[src/rtl/ctr_port_pkg.sv]
package ctr_port_pkg;

  localparam int HOST_W = 8;
  localparam int GRP_W  = 3;
  localparam int PAY_W  = HOST_W - GRP_W;
  localparam int FLAG_USED = 6;

  // Command group, carried in the top GRP_W bits of a control-port write
  typedef enum logic [GRP_W-1:0] {
    GRP_XFER  = 3'd0,
    GRP_MODE  = 3'd1,
    GRP_IOCTL = 3'd2,
    GRP_INDEX = 3'd3
  } grp_e;

  // Payload bit positions for the transfer/clear group
  localparam int XB_PTR_RST = 0;
  localparam int XB_FLAGS   = 1;
  localparam int XB_ERR     = 2;
  localparam int XB_LOAD    = 3;
  localparam int XB_LATCH   = 4;

  typedef struct packed {
    logic             ptr_rst;
    logic             flag_clr;
    logic             err_clr;
    logic             preset_ld;
    logic             latch_cap;
    logic             mode_ld;
    logic             io_ld;
    logic             idx_ld;
    logic [PAY_W-1:0] payload;
  } cmd_t;

endpackage

[src/rtl/ctr_cmd_decode.sv]
module ctr_cmd_decode
  import ctr_port_pkg::*;
(
  input  logic              ctl_wr,
  input  logic [HOST_W-1:0] wbyte,
  output cmd_t              cmd
);

  logic [GRP_W-1:0] grp;
  logic [PAY_W-1:0] pay;

  assign grp = wbyte[HOST_W-1 -: GRP_W];
  assign pay = wbyte[PAY_W-1:0];

  always_comb begin
    cmd         = '0;
    cmd.payload = pay;
    if (ctl_wr) begin
      unique case (grp)
        GRP_XFER: begin
          cmd.ptr_rst   = pay[XB_PTR_RST];
          cmd.flag_clr  = pay[XB_FLAGS];
          cmd.err_clr   = pay[XB_ERR];
          cmd.preset_ld = pay[XB_LOAD];
          cmd.latch_cap = pay[XB_LATCH];
        end
        GRP_MODE:  cmd.mode_ld = 1'b1;
        GRP_IOCTL: cmd.io_ld   = 1'b1;
        GRP_INDEX: cmd.idx_ld  = 1'b1;
        default:   ;
      endcase
    end
  end

endmodule

[src/rtl/ctr_byte_path.sv]
module ctr_byte_path #(
  parameter int BYTE_W    = 8,
  parameter int NUM_BYTES = 3
) (
  input  logic                      clk,
  input  logic                      rst_n,
  input  logic                      data_wr,
  input  logic                      data_rd,
  input  logic                      ptr_clr,
  input  logic                      latch_cap,
  input  logic [BYTE_W-1:0]         wdata,
  input  logic [BYTE_W*NUM_BYTES-1:0] core_count,
  output logic [BYTE_W*NUM_BYTES-1:0] preset_val,
  output logic [BYTE_W-1:0]         rd_byte
);

  localparam int PTR_W = (NUM_BYTES > 1) ? $clog2(NUM_BYTES) : 1;
  localparam int LAST  = NUM_BYTES - 1;

  logic [PTR_W-1:0] ptr_q, ptr_d;
  logic             ptr_en;
  logic [NUM_BYTES-1:0][BYTE_W-1:0] preset_q, preset_d, latch_q;

  // pointer next state: clear wins, else step with wrap
  always_comb begin
    ptr_d  = ptr_q;
    ptr_en = ptr_clr | data_wr | data_rd;
    if (ptr_clr)
      ptr_d = '0;
    else if (ptr_q == PTR_W'(LAST))
      ptr_d = '0;
    else
      ptr_d = ptr_q + 1'b1;
  end

  for (genvar g = 0; g < NUM_BYTES; g++) begin : g_slot
    assign preset_d[g] = (ptr_q == PTR_W'(g)) ? wdata : preset_q[g];
  end

  always_ff @(posedge clk or negedge rst_n) begin
    if (!rst_n) begin
      ptr_q    <= '0;
      preset_q <= '0;
      latch_q  <= '0;
    end else begin
      if (ptr_en)    ptr_q    <= ptr_d;
      if (data_wr)   preset_q <= preset_d;
      if (latch_cap) latch_q  <= core_count;
    end
  end

  assign preset_val = preset_q;
  assign rd_byte    = latch_q[ptr_q];

  AST_PTR_RANGE: assert property (@(posedge clk) disable iff (!rst_n)
    ptr_q <= PTR_W'(LAST));
  AST_PTR_WRAP: assert property (@(posedge clk) disable iff (!rst_n)
    (data_wr || data_rd) && !ptr_clr && ptr_q == PTR_W'(LAST) |=> ptr_q == '0);
  AST_PTR_CLEAR: assert property (@(posedge clk) disable iff (!rst_n)
    ptr_clr |=> ptr_q == '0);
  AST_LATCH_HOLD: assert property (@(posedge clk) disable iff (!rst_n)
    !latch_cap |=> $stable(latch_q));
  AST_PRESET_HOLD: assert property (@(posedge clk) disable iff (!rst_n)
    !data_wr |=> $stable(preset_val));

endmodule

[src/rtl/ctr_cfg_regs.sv]
module ctr_cfg_regs
  import ctr_port_pkg::*;
(
  input  logic             clk,
  input  logic             rst_n,
  input  logic             flag_clr,
  input  logic             err_clr,
  input  logic             preset_ld,
  input  logic             mode_ld,
  input  logic             io_ld,
  input  logic             idx_ld,
  input  logic [PAY_W-1:0] payload,
  output logic             ld_pulse,
  output logic             flag_pulse,
  output logic             err_pulse,
  output logic [1:0]       count_mode,
  output logic [1:0]       quad_sel,
  output logic             idx_sync,
  output logic             idx_pol,
  output logic             ab_en,
  output logic             preset_en_n
);

  logic [1:0] mode_d, quad_d;
  logic       sync_d, pol_d, ab_d, pen_d;

  always_comb begin
    mode_d = count_mode;
    quad_d = quad_sel;
    sync_d = idx_sync;
    pol_d  = idx_pol;
    ab_d   = ab_en;
    pen_d  = preset_en_n;
    if (mode_ld) begin
      mode_d = payload[2:1];
      quad_d = payload[4:3];
    end
    if (idx_ld) begin
      sync_d = payload[0];
      pol_d  = payload[1];
    end
    if (io_ld) begin
      ab_d  = payload[0];
      pen_d = payload[1];
    end
  end

  always_ff @(posedge clk or negedge rst_n) begin
    if (!rst_n) begin
      ld_pulse    <= 1'b0;
      flag_pulse  <= 1'b0;
      err_pulse   <= 1'b0;
      count_mode  <= 2'b00;
      quad_sel    <= 2'b00;
      idx_sync    <= 1'b0;
      idx_pol     <= 1'b0;
      ab_en       <= 1'b0;
      preset_en_n <= 1'b1;
    end else begin
      ld_pulse   <= preset_ld;
      flag_pulse <= flag_clr;
      err_pulse  <= err_clr;
      if (mode_ld) begin
        count_mode <= mode_d;
        quad_sel   <= quad_d;
      end
      if (idx_ld) begin
        idx_sync <= sync_d;
        idx_pol  <= pol_d;
      end
      if (io_ld) begin
        ab_en       <= ab_d;
        preset_en_n <= pen_d;
      end
    end
  end

  AST_LOAD_CAUSE: assert property (@(posedge clk) disable iff (!rst_n)
    ld_pulse |-> $past(preset_ld));
  AST_FLAG_CAUSE: assert property (@(posedge clk) disable iff (!rst_n)
    flag_pulse |-> $past(flag_clr));
  AST_MODE_HOLD: assert property (@(posedge clk) disable iff (!rst_n)
    !mode_ld |=> $stable(count_mode) && $stable(quad_sel));
  AST_INDEX_HOLD: assert property (@(posedge clk) disable iff (!rst_n)
    !idx_ld |=> $stable(idx_sync) && $stable(idx_pol));
  AST_IO_HOLD: assert property (@(posedge clk) disable iff (!rst_n)
    !io_ld |=> $stable(ab_en) && $stable(preset_en_n));

endmodule

[src/rtl/ctr_host_port.sv]
module ctr_host_port
  import ctr_port_pkg::*;
#(
  parameter int NUM_BYTES = 3,
  localparam int CNT_W    = HOST_W * NUM_BYTES
) (
  input  logic              clk,
  input  logic              rst_n,
  input  logic              host_addr,
  input  logic              host_wr,
  input  logic              host_rd,
  input  logic [HOST_W-1:0] host_wdata,
  output logic [HOST_W-1:0] host_rdata,
  input  logic [CNT_W-1:0]  core_count,
  input  logic              core_borrow,
  input  logic              core_carry,
  input  logic              core_compare,
  input  logic              core_sign,
  input  logic              core_err,
  input  logic              core_up,
  output logic              ctr_load,
  output logic [CNT_W-1:0]  ctr_load_value,
  output logic              clr_flags,
  output logic              clr_err,
  output logic [1:0]        cfg_count_mode,
  output logic [1:0]        cfg_quad_sel,
  output logic              cfg_idx_sync,
  output logic              cfg_idx_pol,
  output logic              cfg_ab_en,
  output logic              cfg_preset_en_n
);

  // reset: asserted asynchronously, released on the clock
  logic [1:0] rst_sync_q;
  logic       rst_n_int;

  always_ff @(posedge clk or negedge rst_n) begin
    if (!rst_n) rst_sync_q <= 2'b00;
    else        rst_sync_q <= {rst_sync_q[0], 1'b1};
  end
  assign rst_n_int = rst_sync_q[1];

  logic data_wr, data_rd, ctl_wr;
  cmd_t cmd;
  logic [HOST_W-1:0] latch_byte;
  logic [HOST_W-1:0] flag_byte;

  assign data_wr = host_wr && !host_addr;
  assign ctl_wr  = host_wr &&  host_addr;
  assign data_rd = host_rd && !host_wr && !host_addr;

  ctr_cmd_decode u_dec (
    .ctl_wr (ctl_wr),
    .wbyte  (host_wdata),
    .cmd    (cmd)
  );

  ctr_byte_path #(
    .BYTE_W    (HOST_W),
    .NUM_BYTES (NUM_BYTES)
  ) u_path (
    .clk        (clk),
    .rst_n      (rst_n_int),
    .data_wr    (data_wr),
    .data_rd    (data_rd),
    .ptr_clr    (cmd.ptr_rst),
    .latch_cap  (cmd.latch_cap),
    .wdata      (host_wdata),
    .core_count (core_count),
    .preset_val (ctr_load_value),
    .rd_byte    (latch_byte)
  );

  ctr_cfg_regs u_cfg (
    .clk         (clk),
    .rst_n       (rst_n_int),
    .flag_clr    (cmd.flag_clr),
    .err_clr     (cmd.err_clr),
    .preset_ld   (cmd.preset_ld),
    .mode_ld     (cmd.mode_ld),
    .io_ld       (cmd.io_ld),
    .idx_ld      (cmd.idx_ld),
    .payload     (cmd.payload),
    .ld_pulse    (ctr_load),
    .flag_pulse  (clr_flags),
    .err_pulse   (clr_err),
    .count_mode  (cfg_count_mode),
    .quad_sel    (cfg_quad_sel),
    .idx_sync    (cfg_idx_sync),
    .idx_pol     (cfg_idx_pol),
    .ab_en       (cfg_ab_en),
    .preset_en_n (cfg_preset_en_n)
  );

  always_comb begin
    flag_byte    = '0;
    flag_byte[0] = core_borrow;
    flag_byte[1] = core_carry;
    flag_byte[2] = core_compare;
    flag_byte[3] = core_sign;
    flag_byte[4] = core_err;
    flag_byte[FLAG_USED-1] = core_up;
  end

  assign host_rdata = host_addr ? flag_byte : latch_byte;

  AST_LOAD_NOT_DATA: assert property (@(posedge clk) disable iff (!rst_n_int)
    data_wr |=> !ctr_load);
  AST_FLAG_TOP_ZERO: assert property (@(posedge clk) disable iff (!rst_n_int)
    host_addr |-> host_rdata[HOST_W-1:FLAG_USED] == '0);

endmodule

[config.mk]
export PLATFORM = sky130hd
export DESIGN_NAME = ctr_host_port
export DESIGN_NICKNAME = d
export VERILOG_FILES = /design/src/rtl/ctr_port_pkg.sv /design/src/rtl/ctr_cmd_decode.sv /design/src/rtl/ctr_byte_path.sv /design/src/rtl/ctr_cfg_regs.sv /design/src/rtl/ctr_host_port.sv
export SDC_FILE = /design/constraint.sdc
export NUM_CORES = 1
export LEC_CHECK = 0
export ABC_AREA = 1
export BUFFER_PORTS_ARGS = -buffer_cell sky130_fd_sc_hd__clkbuf_2
export CORE_AREA = 2 2 82 84
export CTS_CLUSTER_DIAMETER = 30
export CTS_CLUSTER_SIZE = 10
export DETAILED_ROUTE_END_ITERATION = 8
export DIE_AREA = 0 0 84 86
export PLACE_DENSITY_LB_ADDON = 0.3
export REMOVE_ABC_BUFFERS = 1
export SYNTH_ARGS = -nofsm -noshare
export SYNTH_HDL_FRONTEND = slang
export SYNTH_SLANG_ARGS = --single-unit
[constraint.sdc]
create_clock -name clk -period 2.25 [get_ports clk]
set_input_delay 0.3375 -clock clk [delete_from_list [all_inputs] [get_ports clk]]
set_output_delay 0.3375 -clock clk [all_outputs]
set_load 0.005 [all_outputs]
## Word-level counts from Yosys, hierarchy flattened

Index checks and enable logic that the tools add are counted.
W data, S select, Z words.

- Bits in registers: 63
- Input bits: 43
- Output and inout bits: 43
- Word-level logic and storage cells: 47

- Add/sub/neg operators: 1
- Order comparisons: 1
- Eq/ne operators: 5
- Multiplexer cells: 10
- Bitwise logic cells: 2
- Reductions and logical operators: 11

Operator list:

| operator | number |
|---|---|
| $mux W8 | 3 |
| $bmux W8 S2 | 1 |
| $eq A3 B2 Y1 const B | 2 |
| $reduce_and A2 Y1 | 3 |
| $mux W5 | 1 |
| $logic_and A1 B1 Y1 | 4 |
| $mux W2 | 2 |
| $eq A3 B1 Y1 const B | 1 |
| $logic_not A3 Y1 | 1 |
| $lt A2 B3 Y1 const B | 1 |
| $mux W1 | 3 |
| $add A2 B1 Y2 const B | 1 |
| $eq A2 B1 Y1 const B | 1 |
| $eq A2 B2 Y1 const B | 1 |
| $logic_not A1 Y1 | 2 |
| $logic_not A2 Y1 | 1 |
| $or A1 B1 Y1 | 2 |

## Logic depth before layout (Yosys ltp)

- Depth in word-level cells: 5
- Mapped depth: 7
- Mapped depth without buffers: 5

## Modules after synthesis

A second synthesis with hierarchy kept.

- Cells, all modules: 352
- Area, all modules: 2875.3 um^2

Modules (own cells, without submodules):

| module | times used | cells an instance | area each (um^2) | sequential area each (um^2) |
|---|---|---|---|---|
| ctr_byte_path | 1 | 257 | 2197.1 | 1251.2 |
| ctr_cfg_regs | 1 | 38 | 377.9 | 276.5 |
| ctr_host_port | 1 | 33 | 173.9 | 50.0 |
| ctr_cmd_decode | 1 | 24 | 126.4 | 0.0 |

## Worst setup path after synthesis

OpenSTA, ideal clock, no wires.

- Kind: register -> output
- Start: register u_path.ptr_q[1]
- End: output port host_rdata[0]
- Arrival time: 1.009 ns
- Required time: 1.913 ns
- Setup slack: 0.903 ns
- Cell stages (with the launch flop): 7
- Cells stage by stage: dfrtp_1 > buf_2 > inv_1 > nand3_1 > nand3_1 > nand2_1 > nand2_1

- Longest elaborated chain between the ends: 3

RTL lines:

| what | line | source |
|---|---|---|
| start: declaration | ctr_byte_path.sv:20 | `logic [PTR_W-1:0] ptr_q, ptr_d;` |
| start signal: assignment | ctr_byte_path.sv:46 | `if (ptr_en) ptr_q <= ptr_d;` |
| $bmux W8 S2 | ctr_byte_path.sv:53 | `assign rd_byte = latch_q[ptr_q];` |
| $mux W8 (implied by the code) | ctr_byte_path.sv:53 |  |
| $mux W8 | ctr_host_port.sv:105 | `assign host_rdata = host_addr ? flag_byte : latch_byte;` |
| end: declaration | ctr_host_port.sv:13 | `output logic [HOST_W-1:0] host_rdata,` |

No other way between the ends. The select of a mux whose other input is x is not followed.

## Worst setup path in the final report

Ends and elaborated chain as after synthesis.

==> flow_metrics.env <==
export IMPL_cts_setup_buffers=0
export IMPL_slowest_delay_ns=0.66
export IMPL_synthMuxAreaShare_pct=0
export IMPL_synth_simple_area_share_pct=30.8
export IMPL_path_buf_inv=2
export IMPL_cts_sinks=63
export IMPL_die_h_um=86
export IMPL_cts_root_buf="clkbuf_8"
export IMPL_rows=29
export IMPL_num_vias=2393
export IMPL_max_freq_ghz=0.483
export IMPL_report_final_slew_viol_count=0
export IMPL_drt_iter0_markers=160
export IMPL_crit_type="flip-flop to output pin"
export IMPL_grt_pass1_vias=2209
export IMPL_avgSynthCellArea_um2=8.88
export IMPL_fin_crit_sh_pct=92.0
export IMPL_setup_tns_ns=0
export IMPL_portBuffers=85
export IMPL_crit_path_cell_trace="inv_1 -> nand3_1 -> nand3_1 -> nand2_1 -> nand2_1 -> clkbuf_2"
export IMPL_fin_util_pct=54.8
export IMPL_synth_top_family_by_area="simple AND/OR/NAND/NOR gates"
export IMPL_synth_compound_area_share_pct=6.46
export IMPL_cts_buffers=9
export IMPL_via_per_inst=4.96
export IMPL_hold_class="flip-flop to async pin"
export IMPL_fp_dieW_um=84
export IMPL_n_fill_cell=611
export IMPL_clk_latency_ns=0.34
export IMPL_slew_headroom_pct=62.0
export IMPL_wl_per_cell_um=13.7
export IMPL_fp_dieArea_um2=7220
export IMPL_ant_nets=0
export IMPL_synth_cell_types=21
export IMPL_cts_tree="built"
export IMPL_grt_pass1_wl_mm=10.8
export IMPL_drc=0
export IMPL_rsz0062_at_grt="false"
export IMPL_antenna_found_initial=0
export IMPL_syn_cell_area_um2=2790
export IMPL_ys_warn_count=0
export IMPL_clk_pin_slew_ns=0.07
export IMPL_gr_usage_all_layers_pct=19.4
export IMPL_crit_fanout=13
export IMPL_dp_hpwl_mm=4.65
export IMPL_routabilityCongestion=0.763
export IMPL_cp_required_ns=1.91
export IMPL_p_per_area_nw_per_um2=1050
export IMPL_grt_max_degree=47
export IMPL_grt_overflow_total=0
export IMPL_drive_above_1_share_pct=29.9
export IMPL_initial_core_util_pct=44.4
export IMPL_wl_mm=6.59
export IMPL_endpoint_kind="output pin"
export IMPL_fin_nets=443
export IMPL_synth_xor_area_share_pct=0
export IMPL_htreeDepth=3
export IMPL_area_delta_synth_final_pct=23.3
export IMPL_clock_skew_ns=0.00902
export IMPL_clockBufferDepth=2
export IMPL_status="finished, final reports clean"
export IMPL_drt_first_pass_iters=4
export IMPL_antenna_cells=0
export IMPL_worst_pin_slew_ns=0.567
export IMPL_ys_ff_latch=63
export IMPL_synth_fa_ha_area_share_pct=0
export IMPL_cp_arrival_ns=1.73
export IMPL_ir_drop_mv=0.495
export IMPL_yosysSeqAreaShare_pct=56.6
export IMPL_leakage_nw=1.90
export IMPL_setup_viol=0
export IMPL_cpMaxStageDelayCell="dfrtp_1"
export IMPL_fin_crit_ns=2.07
export IMPL_crit_family="flip-flops"
export IMPL_ios=86
export IMPL_postSynthCellCount=314
export IMPL_start_kind="flip-flop"
export IMPL_core_um2=6280
export IMPL_max_cap_violations=0
export IMPL_hold_viol=0
[sequential cells by signal, indices dropped and copies added (netlist names)]
name	count
u_cfg.ld_pulse	1
u_cfg.err_pulse	1
u_cfg.preset_en_n	1
u_path.ptr_q	2
u_path.preset_val	24
u_path.latch_q	24
u_cfg.flag_pulse	1
u_cfg.idx_pol	1
u_cfg.quad_sel	2
u_cfg.ab_en	1
u_cfg.idx_sync	1
u_cfg.count_mode	2
rst_sync_q	2
[where the power goes]
part	switching, W	total (W)	leakage (nW)	internal (W)
logic	0.000517	0.000933	1.01	0.000416
registers	0.000230	0.00169	0.800	0.00146
clock network	0.000439	0.000982	0.0899	0.000544
[repair_timing]
action                                 CTS  global route
endpoints found under the hold margin    2             0
resized for setup                        0             0
hold buffers                             1             0
[synthesized netlist by cell type, drive strengths merged]
library cell / instances / area share [%]
nand3: 54 / 9.9
nand2: 122 / 17
nor3: 4 / 1.1
buf: 14 / 4.0
nand4: 4 / 0.90
conb: 1 / 0.13
dfrtp: 62 / 56
o21ai: 28 / 6.1
dfstp: 1 / 0.94
a21oi: 2 / 0.36
inv: 15 / 2.0
nor2: 7 / 1.7
[routing by layer]
layer	vias to the layer above	part of all wire [%]	GRT usage [%]
li1	1193	-	-
met1	1105	43	24.9
met2	80	48	31.2
met3	15	5.8	3.85
met4	0	2.6	10.3
met5	-	0	0
[stage by stage]
| stage | instance area [um^2] | hold WS [ns] | instances | worst slack [ns] | power [W] |
|---|---|---|---|---|---|
| after floorplan | 2680 | 0.0419 | 300 | 0.368 | 0.00218 |
| after global routing | 3440 | 0.222 | 482 | 0.0160 | 0.00383 |
| final | 3440 | 0.184 | 482 | 0.181 | 0.00361 |
| after CTS | 3440 | 0.198 | 482 | 0.172 | 0.00364 |
| after global placement | 3230 | 0.125 | 465 | 0.579 | 0.00262 |
| after detailed placement | 3230 | 0.127 | 465 | 0.548 | 0.00266 |
[cells by family after synthesis]
kind of cell / Yosys count
AO/OA/AOI/OAI: 30
buffers and inverters: 29
flip-flops: 63
other: 1
AND/OR/NAND/NOR: 191
[cells in the final DEF (no fill, tap or decap), types with 2 or more instances in the layout]
cell type	netlist	final
a21oi_1	2	2
buf_4	7	2
clkbuf_1	0	3
clkbuf_2	0	85
clkbuf_8	0	10
clkinvlp_4	0	2
dfrtp_1	62	61
inv_1	14	14
nand2_1	118	118
nand2_2	2	2
nand2_4	2	2
nand3_1	53	53
nand4_1	4	4
nor2_1	4	4
nor2_4	3	3
nor3_1	3	3
o21ai_0	20	20
o21ai_2	8	8
[cell type report]
| type | count | area, um^2 | area share [%] |
|---|---|---|---|
| tap | 77 | 96.3 | 2.80 |
| clock inverter | 3 | 45.0 | 1.31 |
| sequential | 63 | 1580 | 45.9 |
| clock buffer | 13 | 149 | 4.33 |
| timing repair buffer | 89 | 470 | 13.7 |
| multi-input combinational | 222 | 1040 | 30.3 |
| inverter | 15 | 56.3 | 1.64 |
[final timing paths]
kind                                  from               endpoint  slack, ns  depth (start not counted)
max                        u_path.ptr_q[1]          host_rdata[0]       0.18                          6
min                          rst_sync_q[1]      u_path.latch_q[5]       0.18                          0
max reg2reg                u_path.ptr_q[0]  u_path.preset_val[18]       0.66                          4
min reg2reg                  rst_sync_q[1]      u_path.latch_q[5]       0.18                          0
max in group asynchronous    rst_sync_q[1]      u_cfg.preset_en_n       1.47                          1
min in group clk             core_count[5]      u_path.latch_q[5]       0.22                          3
Power figures use the tool's default switching activity.
